File: src/rtl/pwmpair_pkg.sv
package pwmpair_pkg;
  typedef enum logic {
    PAIR_INDEP = 1'b0,
    PAIR_COMP  = 1'b1
  } pair_mode_e;

  typedef struct packed {
    logic hi;
    logic lo;
  } drv_pair_t;
endpackage

File: src/rtl/pwmpair_phase.sv
module pwmpair_phase #(
  parameter int CW = 8
) (
  input  logic          clk,
  input  logic          rst_n,
  input  logic [CW-1:0] tmr_cnt,
  input  logic          prd_start,
  input  logic [CW-1:0] duty,
  input  logic          pol_inv,
  output logic          hi_phase
);
  logic [CW-1:0] duty_q;
  logic [CW-1:0] duty_eff;

  // high side owns the first part of the period unless polarity swaps it
  function automatic logic hi_owns(input logic [CW-1:0] cnt,
                                   input logic [CW-1:0] dv,
                                   input logic          inv);
    return (cnt < dv) ^ inv;
  endfunction

  assign duty_eff = prd_start ? duty : duty_q;
  assign hi_phase = hi_owns(tmr_cnt, duty_eff, pol_inv);

  always_ff @(posedge clk or negedge rst_n) begin
    if (!rst_n)         duty_q <= '0;
    else if (prd_start) duty_q <= duty;
  end
endmodule

File: src/rtl/pwmpair_dead.sv
module pwmpair_dead #(
  parameter int DBW = 8
) (
  input  logic           clk,
  input  logic           rst_n,
  input  logic           hi_phase,
  input  logic [DBW-1:0] dead_len,
  output logic           flip,
  output logic           dead_idle
);
  logic           phase_q;
  logic [DBW-1:0] dcnt;
  logic [DBW-1:0] dcnt_nx;

  function automatic logic [DBW-1:0] dead_next(input logic           chg,
                                               input logic [DBW-1:0] len,
                                               input logic [DBW-1:0] cur);
    if (chg)           return len;
    else if (cur != 0) return cur - DBW'(1);
    else               return '0;
  endfunction

  assign flip      = hi_phase != phase_q;
  assign dcnt_nx   = dead_next(flip, dead_len, dcnt);
  assign dead_idle = dcnt_nx == '0;

  always_ff @(posedge clk or negedge rst_n) begin
    if (!rst_n) begin
      phase_q <= 1'b0;
      dcnt    <= '0;
    end else begin
      phase_q <= hi_phase;
      dcnt    <= dcnt_nx;
    end
  end
endmodule

File: src/rtl/pwmpair_gate.sv
module pwmpair_gate
  import pwmpair_pkg::*;
(
  input  logic       clk,
  input  logic       rst_n,
  input  pair_mode_e mode,
  input  logic       hi_phase,
  input  logic       dead_idle,
  input  logic       off_en,
  input  logic       off_hi,
  input  logic       off_lo,
  output drv_pair_t  drv
);
  drv_pair_t want;

  always_comb begin
    if (mode == PAIR_COMP) begin
      want.hi = hi_phase & dead_idle;
      want.lo = ~hi_phase & dead_idle;
    end else begin
      want.hi = hi_phase;
      want.lo = ~hi_phase;
    end
    if (off_en && off_hi) want.hi = 1'b0;
    if (off_en && off_lo) want.lo = 1'b0;
  end

  always_ff @(posedge clk or negedge rst_n) begin
    if (!rst_n) drv <= '0;
    else        drv <= want;
  end
endmodule

File: src/rtl/pwmpair_db.sv
module pwmpair_db
  import pwmpair_pkg::*;
#(
  parameter int CW  = 8,
  parameter int DBW = 8
) (
  input  logic           clk,
  input  logic           rst_n,
  input  logic [CW-1:0]  tmr_cnt,
  input  logic           prd_start,
  input  logic [CW-1:0]  duty,
  input  logic           pol_inv,
  input  logic           cmp_mode,
  input  logic [DBW-1:0] dead_len,
  input  logic           off_en,
  input  logic           off_hi,
  input  logic           off_lo,
  output logic           drv_hi,
  output logic           drv_lo
);
  logic       hi_phase;
  logic       flip;
  logic       dead_idle;
  pair_mode_e mode;
  drv_pair_t  drv;

  assign mode = cmp_mode ? PAIR_COMP : PAIR_INDEP;

  pwmpair_phase #(.CW(CW)) u_phase (
    .clk(clk), .rst_n(rst_n), .tmr_cnt(tmr_cnt), .prd_start(prd_start),
    .duty(duty), .pol_inv(pol_inv), .hi_phase(hi_phase)
  );

  pwmpair_dead #(.DBW(DBW)) u_dead (
    .clk(clk), .rst_n(rst_n), .hi_phase(hi_phase), .dead_len(dead_len),
    .flip(flip), .dead_idle(dead_idle)
  );

  pwmpair_gate u_gate (
    .clk(clk), .rst_n(rst_n), .mode(mode), .hi_phase(hi_phase),
    .dead_idle(dead_idle), .off_en(off_en), .off_hi(off_hi),
    .off_lo(off_lo), .drv(drv)
  );

  assign drv_hi = drv.hi;
  assign drv_lo = drv.lo;
endmodule

File: config.mk
export PLATFORM = sky130hd
export DESIGN_NAME = pwmpair_db
export DESIGN_NICKNAME = d
export VERILOG_FILES = /design/src/rtl/pwmpair_pkg.sv /design/src/rtl/pwmpair_phase.sv /design/src/rtl/pwmpair_dead.sv /design/src/rtl/pwmpair_gate.sv /design/src/rtl/pwmpair_db.sv
export SDC_FILE = /design/constraint.sdc
export NUM_CORES = 1
export LEC_CHECK = 0
export ABC_AREA = 1
export BUFFER_PORTS_ARGS = -buffer_cell sky130_fd_sc_hd__buf_2
export CORE_ASPECT_RATIO = 0.75
export CORE_MARGIN = 2
export CORE_UTILIZATION = 52
export DETAILED_ROUTE_END_ITERATION = 6
export GPL_TIMING_DRIVEN = 0
export PLACE_DENSITY = 0.89
export SYNTH_ARGS = -nofsm -noshare
export SYNTH_HDL_FRONTEND = slang
export SYNTH_SLANG_ARGS = --single-unit
File: constraint.sdc
create_clock -name clk -period 2.85 [get_ports clk]
set_input_delay 0.7125 -clock clk [delete_from_list [all_inputs] [get_ports clk]]
set_output_delay 0.7125 -clock clk [all_outputs]
set_load 0.05 [all_outputs]
==> flow_summary.json, run 1 <==
{
  "grt_pass1_vias": 928,
  "clock_latency_ps": 310,
  "syn-instance-count": 169,
  "fmax_mhz": 364,
  "maxCapViolations": 0,
  "final_util": 0.693,
  "grt_first_pass_wirelength_um": 3800,
  "io_pins": 34,
  "drive_above_1_share": 0.319,
  "vias": 1224,
  "clk_pin_slew_worst_paths_ps": 110,
  "reg2reg_from": "u_phase.duty_q[5]$_DFF_PN0_",
  "die_width_um": 61.4,
  "skew_ps": 8.20,
  "wirelength_um": 2960,
  "ir_drop_mv": 0.293,
  "worstSetupPathType": "in2reg",
  "nets": 252,
  "cts_tree": "built",
  "die_h_um": 47.1,
  "numCtsBuffers": 3,
  "fin_crit_ps": 2750,
  "synth.distinct_cells": 18,
  "timing.setup.tns_ps": 0,
  "worst_r2r_path_depth": 16,
  "synth_top_cell_area_share": 0.370,
  "clock_sinks": 19,
  "fp-row-count": 15,
  "required_ps": 3100,
  "met1_usage": 0.236,
  "cts_max_path_buffers": 2,
  "ant_nets": 0,
  "grt_max_degree": 20,
  "worst-endpoint-arrival_ps": 3000,
  "place_congestion": 0.791,
  "start_util": 0.552,
  "cp-end-kind": "flop",
  "dp_hpwl_um": 1950,
  "drt_iter0_drc": 43,
  "reg2reg_slack_ps": 460,
  "worst_hold_path_type": "in2async",
  "slew-limit-headroom": 0.599,
  "syn_to_final_growth_pct": 25.5,
  "worst_slack_ps": 103,
  "regArea_sq_um": 475,
  "syn_nets": 210,
  "dpl.cell_count": 236,
  "viasPerCell": 5.02,
  "synth_seq_cells": 19,
  "status": "finished, final reports clean",
  "antenna_found_initial": 0,
  "met3_usage": 0.0413,
  "cp_max_fo": 9,
  "top_usage_layer": "met2",
  "tightestPinTransition_ps": 597,
  "grt_overflow_total": 0,
  "total_power_w": 0.000898,
  "final_cells": 244,
  "seq_area_frac_synth": 0.370,
  "dieArea_sq_mm": 0.00289,
  "grt_use_met2": 0.302,
  "cts-root-buf": "clkbuf_4",
  "htree_levels": 1,
  "timing.rr.end": "u_gate.drv[1]$_DFF_PN0_",
  "min_period_over_period": 0.964,
  "hold_buffers": 0,
  "wl_per_cell_um": 12.1,
  "multi_input_area_sq_um": 738,
  "hold_viol": 0,
  "diodes": 0,
  "syn_area_sq_mm": 0.00128,
  "finalSetupViolCount": 0,
  "port_buffers": 33,
  "yosysTopAreaCell": "dfrtp_1",
  "total_leakage_power_nw": 0.887,
  "ys_warn_count": 0,
  "pre_cts_slack_ps": -351,
  "fillers": 194,
  "power.density_mw_per_mm2": 557,
  "maxSlewViolCount": 0,
  "crit_path_start_kind": "primary input",
  "grt_use_total": 0.181,
  "synth_area_leaders": "dfrtp_1 (37%), nand2_1 (12%), inv_1 (9.3%)",
  "drc": 0,
  "syn_area_per_cell_sq_um": 7.60,
  "drtPass1Iterations": 4,
  "core_area_sq_mm": 0.00233
}
## critical path: stages
cell,delay [ps]
buf_12,110
inv_4,50
or2_2,290
o21ai_2,90
ha_1,280
nand2_1,90
nor2_1,50
a211oi_2,180
buf_4,160
nand2_4,70
nand2_4,100
nand3_4,120
nand2_4,130
nand2_1,70
nand2_1,120
nand2_1,60
nor2_1,100
nand2_1,80
a21oi_1,140
## flip-flops by register name, summed over array words and instances, names as in the netlist
signal / flops
u_dead.dcnt: 8
u_dead.phase_q: 1
u_gate.drv: 2
u_phase.duty_q: 8
## what timing repair did
action | 4_1_cts | 5_1_grt
gates resized for setup | 1 | 15
gates cloned | 0 | 1
buffers inserted | 1 | 2
hold endpoints to repair | 0 | 0
pin swaps | 3 | 11
endpoints found under the setup margin | 2 | 2
## placed cells by master, fill, tap and decap left out, types with 2 or more instances in the layout
cell type and instances:
nand2_1 42, or2_2 8, nand3_2 2, nand2_2 2
o21ai_2 2, ha_1 8, nor2_1 12, nand3_4 2
a21oi_1 7, dfrtp_1 19, nand3b_1 7, o21ai_0 7
clkbuf_4 3, nand2_4 4, nand3_1 7, inv_1 32
buf_2 32, buf_4 3
## how the worst max path moves through the flow
stage / startpoint / endpoint / cells after the start
after floorplan: prd_start / u_gate.drv[0]$_DFF_PN0_ / 15
after global placement: prd_start / u_gate.drv[1]$_DFF_PN0_ / 16
after detailed placement: prd_start / u_gate.drv[1]$_DFF_PN0_ / 16
after CTS: prd_start / u_gate.drv[1]$_DFF_PN0_ / 19
after global routing: prd_start / u_gate.drv[1]$_DFF_PN0_ / 19
final: prd_start / u_gate.drv[1]$_DFF_PN0_ / 19
## synthesized netlist by cell type
library cell / instances
nand2_2: 2
and2_1: 1
dfrtp_1: 19
ha_1: 9
nor4_2: 1
nand2_1: 42
a21oi_1: 8
nand3b_1: 7
nand3_4: 2
inv_1: 32
or2_2: 9
a211oi_2: 1
nor3b_1: 1
o21ai_0: 10
inv_2: 1
nand2_4: 4
nor2_1: 12
nand3_1: 8
## per-stage QoR
| step | hold WS (ps) | instance area, sq um |
|---|---|---|
| after detailed placement | 500 | 1490 |
| final | 310 | 1610 |
| after global routing | 346 | 1610 |
| after global placement | 490 | 1490 |
| after floorplan | 417 | 1280 |
| after CTS | 326 | 1530 |
## where the power goes
group / leakage, nW / total (W) / internal (W) / switching (W)
Combinational: 0.653 / 0.000389 / 0.000156 / 0.000232
Sequential: 0.217 / 0.000368 / 0.000327 / 0.0000417
Clock: 0.0177 / 0.000140 / 0.0000526 / 0.0000879
Total: 0.887 / 0.000898 / 0.000536 / 0.000362
## per-layer routing
| layer | wire length, um | vias up |
|---|---|---|
| met5 | 0 | - |
| met4 | 80 | 0 |
| met3 | 133 | 8 |
| met2 | 1480 | 40 |
| met1 | 1260 | 559 |
| li1 | - | 617 |
## layout make-up
type,instances,share of cell area
Clock buffer,3,0.0140
Sequential cell,19,0.295
Inverter,33,0.0784
Timing Repair Buffer,36,0.126
Multi-Input combinational cell,118,0.458
Tap cell,34,0.0264
Clock inverter,1,0.00310
## cells by family (layout without fill, tap and decap cells)
family,count (synthesis),in the layout,synth area share
flops,19,19,0.370
fa+ha+maj,9,9,0.0876
buf+inv,33,73,0.0964
simple gates,89,90,0.366
compound gates,19,19,0.0798
(Power assumes the default switching activity.)
==> inputs of run 2 (changes only) <==
RECOVER_POWER = 25   (was default)
==> run 2 against run 1 <==
Core utilization fell by 0.054 points. Final area barely moved. Worst setup slack did not move. Sequential power about the same. Critical endpoint unchanged. Clock skew stayed put. Non-clock buffer count is the same. Count of clock-buffer cells in the layout did not move. Worst hold slack improved by 190 ps.
==> flow_summary.json, run 2 (synthesized netlist as in run 1, its figures left out) <==
{
  "status": "finished, final reports clean",
  "fmax_mhz": 364,
  "tightestPinTransition_ps": 998,
  "final_util": 0.692,
  "total_power_w": 0.000897,
  "antenna_found_initial": 0,
  "path_common_cell": "nand2_1",
  "htree_levels": 1,
  "total_leakage_power_nw": 0.885,
  "cp_max_fo": 9,
  "fin_crit_ps": 2750,
  "clk_pin_slew_worst_paths_ps": 110,
  "cts-root-buf": "clkbuf_4",
  "diodes": 0,
  "reg_top3": "u_dead.dcnt (8), u_phase.duty_q (8), u_gate.drv (2)",
  "timing.setup.tns_ps": 0,
  "start_util": 0.552,
  "regArea_sq_um": 475,
  "worst_slack_ps": 103,
  "grt_use_total": 0.181,
  "vias": 1224,
  "slew-limit-headroom": 0.335,
  "multi_input_area_sq_um": 738,
  "critPathBufInv": 3,
  "crit_path_start_kind": "primary input",
  "maxSlewViolCount": 0,
  "syn_to_final_growth_pct": 25.4,
  "min_period_over_period": 0.964,
  "ir_drop_mv": 0.293,
  "drtPass1Iterations": 4,
  "cp_top_family": "simple AND/OR/NAND/NOR gates",
  "worstSetupPathType": "in2reg",
  "fillers": 195,
  "slowest_stage": "or2_2",
  "power.density_mw_per_mm2": 557,
  "hold_viol": 0,
  "layout_commonest_cell": "nand2_1",
  "die_h_um": 47.1,
  "crit_path_max_incr_delay_ps": 290,
  "dieArea_sq_mm": 0.00289,
  "worst-endpoint-arrival_ps": 3000,
  "drc": 0,
  "wirelength_um": 2960,
  "nets": 252,
  "hold_buffers": 0,
  "die_width_um": 61.4,
  "grt_pass1_vias": 928,
  "layout_common_cells": "nand2_1 (42), inv_1 (32), buf_2 (31)",
  "finalSetupViolCount": 0,
  "pre_cts_slack_ps": -351,
  "maxCapViolations": 0,
  "wl_per_cell_um": 12.1,
  "required_ps": 3100,
  "grt_first_pass_wirelength_um": 3800,
  "grt_max_degree": 20,
  "place_congestion": 0.791,
  "dp_hpwl_um": 1950,
  "core_area_sq_mm": 0.00233,
  "cts_tree": "built",
  "cts_max_path_buffers": 2,
  "crit_chain": "buf_12 > inv_4 > or2_2 > o21ai_2 > ha_1 > nand2_1 > nor2_1 > a211oi_2 > buf_4 > nand2_4 > nand2_4 > nand3_4 > nand2_4 > nand2_1 > nand2_1 > nand2_1 > nor2_1 > nand2_1 > a21oi_1",
  "numCtsBuffers": 3,
  "viasPerCell": 5.02,
  "io_pins": 34,
  "skew_ps": 8.20,
  "grt_overflow_total": 0,
  "clock_latency_ps": 310,
  "cp-end-kind": "flop",
  "ant_nets": 0,
  "drt_iter0_drc": 43,
  "drive_above_1_share": 0.314,
  "clock_sinks": 19,
  "worst_hold_path_type": "reg2reg",
  "port_buffers": 33,
  "fp-row-count": 15
}
## run 2: stage by stage
stage | instances | hold WS (ps) | area, sq um
floorplan | 169 | 417 | 1280
global placement | 236 | 490 | 1490
detailed placement | 236 | 500 | 1490
CTS | 241 | 326 | 1530
global route | 244 | 529 | 1610
finish | 244 | 498 | 1610
## run 2: worst min-delay path, cell delays in order, from the launching register on
cell,delay (ps)
dfrtp_1,350
o21ai_2,70
inv_1,50
## run 2: final timing paths
kind,end,slack (ps),depth (start not counted),from
min in group asynchronous,u_phase.duty_q[5]$_DFF_PN0_,530,1,rst_n
max in group asynchronous,u_dead.dcnt[2]$_DFF_PN0_,1710,1,rst_n
max,u_gate.drv[1]$_DFF_PN0_,100,19,prd_start
min,u_phase.duty_q[7]$_DFF_PN0_,500,2,u_phase.duty_q[7]$_DFF_PN0_
max reg2reg,u_gate.drv[1]$_DFF_PN0_,460,16,u_phase.duty_q[5]$_DFF_PN0_
min reg2reg,u_phase.duty_q[7]$_DFF_PN0_,500,2,u_phase.duty_q[7]$_DFF_PN0_
## run 2: area by class of cell
cell class	count	share of cell area
Inverter	33	0.0784
Tap cell	34	0.0264
Multi-Input combinational cell	118	0.458
Clock inverter	1	0.00311
Timing Repair Buffer	36	0.125
Sequential cell	19	0.295
Clock buffer	3	0.0140
## run 2: per-layer routing
layer	track usage	vias up	share of wire
met5	0	-	0
met4	0.0638	0	0.027
met3	0.0413	8	0.045
met2	0.302	40	0.50
met1	0.236	559	0.43
li1	-	617	-
## run 2: repair_timing
action                     in CTS  in global routing
gates cloned                    0                  1
setup endpoints to repair       2                  2
pin swaps                       3                 11
setup buffers                   1                  2
gates resized for setup         1                 15
## run 2: where the power goes
group          switching, W  internal [W]
Clock             0.0000879     0.0000526
Combinational      0.000232      0.000156
Sequential        0.0000417      0.000327
==> inputs of run 3 (changes only) <==
CORE_UTILIZATION = 25   (was 52)
PLACE_DENSITY = 0.54   (was 0.89)
==> run 3 against run 2 <==
Clock power grew 38%. Worst hold slack lost 27 ps. Cell count grew 12%. Core utilization shrank 34 points. Clock skew is essentially flat. Via count shrank 4.5%. Final area grew 6.8%. Sequential cell count is the same. First-iteration DRC count shrank 28%. Critical endpoint unchanged.
==> flow_summary.json, run 3 (synthesized netlist as in run 1, its figures left out) <==
{
  "skew_ps": 7.90,
  "timing.setup.tns_ps": 0,
  "drt_iter0_drc": 31,
  "port_buffers": 33,
  "cts-root-buf": "clkbuf_8",
  "p_clk_frac": 0.195,
  "fmax_mhz": 366,
  "clk_pin_slew_worst_paths_ps": 80,
  "wl_per_cell_um": 10.7,
  "cp-end-kind": "flop",
  "power.density_mw_per_mm2": 573,
  "grt_first_pass_wirelength_um": 5090,
  "layout_commonest_cell": "inv_1",
  "dieArea_sq_mm": 0.00574,
  "worstSetupPathType": "in2reg",
  "clock_sinks": 19,
  "io_pins": 34,
  "grt_pass1_vias": 1204,
  "core_area_sq_mm": 0.00493,
  "pwr-share-seq": 0.374,
  "grt_use_total": 0.112,
  "place_congestion": 0.775,
  "diodes": 0,
  "grt_max_degree": 20,
  "syn_to_final_growth_pct": 34.0,
  "hold_buffers": 0,
  "htree_levels": 1,
  "grt_overflow_total": 0,
  "crit_path_start_kind": "primary input",
  "maxSlewViolCount": 0,
  "status": "finished, final reports clean",
  "viasPerCell": 4.28,
  "worst-endpoint-arrival_ps": 2930,
  "fp-row-count": 22,
  "ant_nets": 0,
  "pre_cts_slack_ps": -508,
  "die_width_um": 86.8,
  "maxCapViolations": 0,
  "hold_viol": 0,
  "whs_ps": 471,
  "die_h_um": 66.1,
  "crit_path_max_incr_delay_ps": 280,
  "clock_latency_ps": 260,
  "wirelength_um": 2930,
  "nets": 255,
  "switchingPower_w": 0.000384,
  "reg_top3": "u_dead.dcnt (8), u_phase.duty_q (8), u_gate.drv (2)",
  "start_util": 0.261,
  "worst_hold_path_type": "reg2reg",
  "cts_max_path_buffers": 2,
  "numCtsBuffers": 3,
  "p_sw_frac": 0.389,
  "cp_max_fo": 9,
  "internal_power_w": 0.000602,
  "cts_tree": "built",
  "dp_hpwl_um": 2180,
  "antenna_found_initial": 0,
  "ir_drop_mv": 0.187,
  "fin_crit_ps": 2730,
  "slowest_stage": "or2_2",
  "drive_above_1_share": 0.404,
  "slew-limit-headroom": 0.255,
  "vias": 1169,
  "comb_power_share": 0.430,
  "required_ps": 3040,
  "min_period_over_period": 0.959,
  "layout_common_cells": "inv_1 (32), buf_2 (31), nand2_1 (30)",
  "tightestPinTransition_ps": 1120,
  "drc": 0,
  "drtPass1Iterations": 4,
  "worst_slack_ps": 116,
  "fillers": 524,
  "crit_chain": "buf_12 > inv_4 > or2_2 > o21ai_2 > ha_1 > nand2_1 > nor2_1 > a211oi_2 > buf_4 > nand2_4 > nand2_4 > nand3_4 > nand2_4 > nand2_1 > nand2_1 > nand2_2 > nor2_2 > nand2_2 > a21oi_2",
  "total_leakage_power_nw": 0.910,
  "finalSetupViolCount": 0
}
run 3: cell types whose count changed in the layout (fill, tap and decap cells not counted), moves of 2 or more:
cell      change
buf_4         +2
nor2_1        -2
a21oi_1       -2
nor2_2        +2
o21ai_2       +3
clkbuf_8      +3
nand2_1      -12
a21oi_2       +2
nand2_2      +12
clkbuf_4      -3
nand3_2       +2
o21ai_0       -3
run 3: what timing repair did:
item,CTS,global route
gates cloned,1,1
gates resized for setup,8,28
buffers inserted,2,3
pin swaps,11,20
hold endpoints to repair,0,0
endpoints found under the setup margin,2,2
run 3: worst max-delay path, delay by kind of cell:
kind / cells / cell delay, ps
AO/OA/AOI/OAI: 3 / 360
adder cells (fa/ha/maj): 1 / 280
buffers and inverters: 3 / 330
AND/OR/NAND/NOR: 12 / 1230
run 3: final cells by class:
cell class | count | area [sq um] | area share
Multi-Input combinational cell | 119 | 783 | 0.455
Sequential cell | 19 | 475 | 0.276
Timing Repair Buffer | 38 | 216 | 0.126
Inverter | 33 | 126 | 0.0734
Tap cell | 60 | 75.1 | 0.0436
Clock buffer | 4 | 45.0 | 0.0262
run 3: worst paths after layout:
kind	to	startpoint	slack [ps]	cells after the start
hold reg to reg	u_phase.duty_q[2]$_DFF_PN0_	u_phase.duty_q[2]$_DFF_PN0_	470	2
min in group asynchronous	u_dead.dcnt[6]$_DFF_PN0_	rst_n	650	1
max in group asynchronous	u_dead.dcnt[5]$_DFF_PN0_	rst_n	1530	1
hold / removal	u_phase.duty_q[2]$_DFF_PN0_	u_phase.duty_q[2]$_DFF_PN0_	470	2
setup / recovery	u_gate.drv[1]$_DFF_PN0_	prd_start	120	19
setup reg to reg	u_gate.drv[1]$_DFF_PN0_	u_phase.duty_q[5]$_DFF_PN0_	530	16
run 3: power groups by stage:
stage | sequential (W) | combinational, W | clock, W
after global routing | 0.000380 | 0.000492 | 0.000216
final | 0.000369 | 0.000424 | 0.000193
after CTS | 0.000368 | 0.000365 | 0.000200
after floorplan | 0.000373 | 0.000257 | 0
after global placement | 0.000370 | 0.000343 | 0
after detailed placement | 0.000372 | 0.000350 | 0
run 3: stage by stage:
stage / instances / total power, W / area [sq um] / util
CTS: 269 / 0.000933 / 1620 / 0.328
global placement: 262 / 0.000713 / 1530 / 0.310
finish: 273 / 0.000986 / 1720 / 0.349
global route: 273 / 0.00109 / 1720 / 0.349
floorplan: 169 / 0.000630 / 1280 / -
detailed placement: 262 / 0.000722 / 1530 / 0.310
run 3: per-layer routing:
metal / vias to the layer above / GRT usage / routed length [um]
li1: 620 / - / -
met1: 528 / 0.155 / 1560
met2: 19 / 0.176 / 1260
met3: 2 / 0.0175 / 78
met4: 0 / 0.0430 / 27
met5: - / 0 / 0
